--- src/rtl/timer_irq_pkg.sv ---
package timer_irq_pkg;
  // Strobes issued by the control to the datapath each cycle.
  typedef struct packed {
    logic incEn;
    logic countLoad;
    logic compareLoad;
  } tmrStrobe_t;
endpackage

--- src/rtl/timer_irq_ctrl.sv ---
module timer_irq_ctrl
  import timer_irq_pkg::*;
(
  input  logic       clk,
  input  logic       rstN,
  input  logic       countWrEn,
  input  logic       compareWrEn,
  output tmrStrobe_t strb
);
  // Half-rate phase: increment happens on edges where phase is 1.
  logic phase;

  always_ff @(posedge clk or negedge rstN) begin
    if (!rstN)          phase <= 1'b0;
    else if (countWrEn) phase <= 1'b0;   // load restarts the phase
    else                phase <= ~phase;
  end

  always_comb begin
    strb.countLoad   = countWrEn;
    strb.compareLoad = compareWrEn;
    strb.incEn       = phase & ~countWrEn;
  end

  // increments never occur on two consecutive edges.
  p_half_rate_r2: assert property (@(posedge clk) disable iff (!rstN)
    strb.incEn |=> !strb.incEn);

  // the edge after a count load never increments.
  p_load_restart_r6: assert property (@(posedge clk) disable iff (!rstN)
    strb.countLoad |=> !strb.incEn);
endmodule

--- src/rtl/timer_irq_dp.sv ---
module timer_irq_dp
  import timer_irq_pkg::*;
#(
  parameter int COUNT_W = 64,
  parameter int MATCH_W = 32
) (
  input  logic               clk,
  input  logic               rstN,
  input  tmrStrobe_t         strb,
  input  logic [COUNT_W-1:0] wrData,
  output logic [COUNT_W-1:0] count,
  output logic [COUNT_W-1:0] compare,
  output logic               timerPending
);
  localparam logic [COUNT_W-1:0] STEP = COUNT_W'(1);

  logic [COUNT_W-1:0] countInc;
  logic               lowMatch;

  assign countInc = count + STEP;
  assign lowMatch = (countInc[MATCH_W-1:0] == compare[MATCH_W-1:0]);

  always_ff @(posedge clk or negedge rstN) begin
    if (!rstN)               count <= '0;
    else if (strb.countLoad) count <= wrData;
    else if (strb.incEn)     count <= countInc;
  end

  always_ff @(posedge clk or negedge rstN) begin
    if (!rstN)                 compare <= '0;
    else if (strb.compareLoad) compare <= wrData;
  end

  always_ff @(posedge clk or negedge rstN) begin
    if (!rstN)                       timerPending <= 1'b0;
    else if (strb.compareLoad)       timerPending <= 1'b0;
    else if (strb.incEn && lowMatch) timerPending <= 1'b1;
  end

  // without a strobe the counter holds.
  p_count_hold_r2: assert property (@(posedge clk) disable iff (!rstN)
    (!strb.countLoad && !strb.incEn) |=> $stable(count));

  // an increment moves the counter by exactly one.
  p_count_step_r2: assert property (@(posedge clk) disable iff (!rstN)
    strb.incEn |=> (count == $past(count) + STEP));

  // a load takes the written value.
  p_count_load_r6: assert property (@(posedge clk) disable iff (!rstN)
    strb.countLoad |=> (count == $past(wrData)));

  // a compare write always leaves the pending bit clear.
  p_cmp_clear_r4: assert property (@(posedge clk) disable iff (!rstN)
    strb.compareLoad |=> !timerPending);

  // pending is sticky until a compare write.
  p_pend_sticky_r5: assert property (@(posedge clk) disable iff (!rstN)
    (timerPending && !strb.compareLoad) |=> timerPending);

  // pending rises only on an increment edge.
  p_pend_rise_r3: assert property (@(posedge clk) disable iff (!rstN)
    $rose(timerPending) |-> $past(strb.incEn));
endmodule

--- src/rtl/timer_irq_req.sv ---
module timer_irq_req #(
  parameter int IP_W = 8
) (
  input  logic            statusIe,
  input  logic            statusExl,
  input  logic            statusErl,
  input  logic [IP_W-1:0] statusIm,
  input  logic [IP_W-2:0] extPending,
  input  logic            timerPending,
  output logic            irqReq
);
  logic [IP_W-1:0] ipField;
  logic [IP_W-1:0] enabled;

  // Timer bit at the top of the field; external bits below it.
  assign ipField = {timerPending, extPending};

  for (genvar k = 0; k < IP_W; k++) begin : g_mask
    assign enabled[k] = ipField[k] & statusIm[k];
  end

  assign irqReq = statusIe & ~(statusExl | statusErl) & (|enabled);
endmodule

--- src/rtl/timer_irq_unit.sv ---
module timer_irq_unit
  import timer_irq_pkg::*;
#(
  parameter int COUNT_W = 64,
  parameter int MATCH_W = 32,
  parameter int IP_W    = 8
) (
  input  logic               clk,
  input  logic               rstN,
  input  logic               countWrEn,
  input  logic               compareWrEn,
  input  logic [COUNT_W-1:0] wrData,
  input  logic               statusIe,
  input  logic               statusExl,
  input  logic               statusErl,
  input  logic [IP_W-1:0]    statusIm,
  input  logic [IP_W-2:0]    extPending,
  output logic [COUNT_W-1:0] count,
  output logic [COUNT_W-1:0] compare,
  output logic               timerPending,
  output logic               irqReq
);
  tmrStrobe_t strb;

  timer_irq_ctrl u_ctrl (
    .clk         (clk),
    .rstN        (rstN),
    .countWrEn   (countWrEn),
    .compareWrEn (compareWrEn),
    .strb        (strb)
  );

  timer_irq_dp #(.COUNT_W(COUNT_W), .MATCH_W(MATCH_W)) u_dp (
    .clk          (clk),
    .rstN         (rstN),
    .strb         (strb),
    .wrData       (wrData),
    .count        (count),
    .compare      (compare),
    .timerPending (timerPending)
  );

  timer_irq_req #(.IP_W(IP_W)) u_req (
    .statusIe     (statusIe),
    .statusExl    (statusExl),
    .statusErl    (statusErl),
    .statusIm     (statusIm),
    .extPending   (extPending),
    .timerPending (timerPending),
    .irqReq       (irqReq)
  );

  // any blocking flag or a cleared enable keeps the request low.
  p_gate_r7: assert property (@(posedge clk) disable iff (!rstN)
    (!statusIe || statusExl || statusErl) |-> !irqReq);

  // with the timer bit masked off and no external bit set, no request.
  p_mask_r8: assert property (@(posedge clk) disable iff (!rstN)
    (!statusIm[IP_W-1] && extPending == '0) |-> !irqReq);
endmodule

--- config.mk ---
export PLATFORM = sky130hd
export DESIGN_NAME = timer_irq_unit
export DESIGN_NICKNAME = d
export VERILOG_FILES = /design/src/rtl/timer_irq_pkg.sv /design/src/rtl/timer_irq_ctrl.sv /design/src/rtl/timer_irq_dp.sv /design/src/rtl/timer_irq_req.sv /design/src/rtl/timer_irq_unit.sv
export SDC_FILE = /design/constraint.sdc
export NUM_CORES = 1
export LEC_CHECK = 0
export BUFFER_PORTS_ARGS = -buffer_cell sky130_fd_sc_hd__clkbuf_2
export CORE_MARGIN = 10
export CORE_UTILIZATION = 30
export DETAILED_ROUTE_END_ITERATION = 8
export PLACE_DENSITY_LB_ADDON = 0.12
export SYNTH_ARGS = -nofsm -noshare
export SYNTH_HDL_FRONTEND = slang
export SYNTH_SLANG_ARGS = --single-unit
--- constraint.sdc ---
create_clock -name clk -period 6.95 [get_ports clk]
set_clock_uncertainty 0.05 [all_clocks]
set_input_delay 1.0425 -clock clk [delete_from_list [all_inputs] [get_ports clk]]
set_output_delay 1.0425 -clock clk [all_outputs]
set_load 0.05 [all_outputs]
==> results.toml <==
[run_status]
outcome = "completed"

[place]
hpwl_mm = 17.3
portBuffers = 215
place_congestion = 0.787

[sta]
period_share_pct = 44.6
fin_tns_setup_ns = 0
rsz0062_at_grt = "no"
setup_viol = 0
drv_slew = 0
hold_viol = 0
fmax_mhz = 323
min_period_ns = 3.10
relSlewSlack_pct = 36.2
worst-slew-pin-transition_ns = 0.957

[synthesis]
netlist_instances = 718
synth_edf_count = 0
yosysTopAreaCellShare_pct = 45.8
synth_nets = 805
syn_area_um2 = 7100
syn_avg_cell_area_um2 = 9.89
yosysTopAreaCell = "dfrtp_1"
synthMostInstantiatedCell = "dfrtp_1"
ys_seq_elements = 130
synthTopCellsByCount = "130 x dfrtp_1, 103 x nand2_1, 65 x mux2_2, 56 x xor2_1, 50 x xnor2_1"
yosys.cell_types.count = 53
synth-async-reset-ratio_pct = 100
synth_seq_area_share_pct = 45.8
yosysWarnings = 0
synth_flop_cell = "dfrtp_1"
synth_area_leaders = "dfrtp_1 46%, mux2_2 10%, xor2_1 6.9%, xnor2_1 6.2%, nand2_1 5.4%"

[clock_tree]
cts_setup_buffers = 0
h-tree-depth = 4
clk_latency_ns = 0.42
hold_buffers = 0
cts_resized = 0
cts_buffer_depth = 2
cts.clk_slew.worst_paths_ns = 0.06
cts_tree = "built"
cts.sinks = 130
cts-root-buf = "clkbuf_16"
cts_buffers = 17

[global_route]
grt_remaining_overflow = 0
gr-usage-all-layers_pct = 15.2
antenna_found_initial = 0
grt_max_degree = 86
grt_pass1_wl_mm = 36.8
grt_pass1_vias = 6240

[detailed_routing]
vias_per_cell = 4.81
ant_nets = 0
vias = 5987
drc = 0
drt_wl_total_mm = 23.1
drt_iter0_markers = 337
drtPass1Iterations = 4
wl_per_cell_um = 18.6

[floorplanning]
dieArea_um2 = 30200
pin_count = 216
die_h_um = 174
start_util_pct = 30.4
fp.dieW_um = 174
core_area_um2 = 23400
rows = 56

[setup_path]
critPathMaxFanout = 8
crit_path_top_delay_cell = "nor4_4"
start_kind = "flop"
crit_required_ns = 7.18
path_cells = "ha_1, nand3_1, nor4_4, nand4bb_1, nor2_2, nand4_1, xor2_1, o21ai_1"
critPathArrivalTime_ns = 3.32
crit_type = "flop to flop"
max_stage_delay_ns = 0.52
end_kind = "flop"

[power]
power.density_nw_per_um2 = 274
power_leakage_nw = 3.88
ir_drop_v = 0.000135
power_w = 0.00248

[hold_path]
hold_path.class = "flop to flop"

[cells_and_area]
drive_gt1_share_pct = 35.7
area_growth_pct = 27.1
fin_util_pct = 38.6
antennaDiodeCount = 0
final_nets = 1000
n_fill_cell = 2483

[run]
drv_cap = 0
## where the power goes
part / leakage, nW / switching (W) / total, W / internal [W]
Sequential: 1.55 / 0.000103 / 0.000932 / 0.000829
Clock: 0.296 / 0.000352 / 0.000942 / 0.000590
Combinational: 2.03 / 0.000430 / 0.000603 / 0.000173
## through the flow
step                cells  hold WS (ns)  setup slack (ns)  instance area [µm²]
floorplan             718         0.678              4.19                 7100
global placement     1213         0.440              3.81                 8420
detailed placement   1213         0.445              3.86                 8420
CTS                  1244         0.459              3.82                 9030
global route         1244         0.467              3.56                 9030
finish               1244         0.455              3.85                 9030
## critical path, delay by kind of cell, from the launching register on
kind                       cells  cell delay (ns)
AOI/OAI and AO/OA              1             0.07
adders and majority gates      1             0.33
DFF                            1             0.49
xor gates and xnor gates       1             0.17
and+or+nand+nor                5             1.84
## flip-flops by register name, summed over array words and instances, names as in the netlist
name	cells
u_ctrl.phase	1
u_dp.count	64
u_dp.timerPending	1
u_dp.compare	64
## cell type report
class	count	area (µm²)	area share, %
clock inverter	9	130	1.44
tap	319	399	4.42
clock buffer	22	474	5.25
multi-input combinational	533	3610	40.0
sequential	130	3250	36.0
timing repair buffer	219	1110	12.4
inverter	12	45.0	0.499
## cells by family after synthesis
kind of cell,count (synthesis),share of synthesized area [%]
xor+xnor,106,13.1
buf+inv,55,3.38
compound gates,93,7.40
flops,130,45.8
simple gates,265,19.4
fa+ha+maj,1,0.176
mux,68,10.7
## metal layers
metal / track usage [%] / wire length, µm
met5: 0 / 0
met4: 4.67 / 336
met3: 4.94 / 1620
met2: 24.4 / 10900
met1: 19.0 / 10200
## cells in the final DEF (no fill, tap or decap), types with 28 or more instances in the layout
cell type,count
clkbuf_2,212
nand2_1,103
nor2_1,28
mux2_2,65
nand4_1,35
o21ai_0,38
xnor2_1,50
dfrtp_1,130
o21ai_1,31
nand3_1,28
xor2_1,56
## worst paths after layout
path | depth (start not counted) | from | end | slack (ns)
max in group asynchronous | 2 | rstN | u_dp.compare[44]$_DFFE_PN0P_ | 4.94
min reg2reg | 1 | u_dp.compare[47]$_DFFE_PN0P_ | u_dp.compare[47]$_DFFE_PN0P_ | 0.45
min in group asynchronous | 1 | rstN | u_dp.compare[11]$_DFFE_PN0P_ | 0.54
max reg2reg | 8 | u_dp.count[0]$_DFFE_PN0P_ | u_dp.count[44]$_DFFE_PN0P_ | 3.85
max | 8 | u_dp.count[0]$_DFFE_PN0P_ | u_dp.count[44]$_DFFE_PN0P_ | 3.85
min | 1 | u_dp.compare[47]$_DFFE_PN0P_ | u_dp.compare[47]$_DFFE_PN0P_ | 0.45
Power figures use the tool's default switching activity.
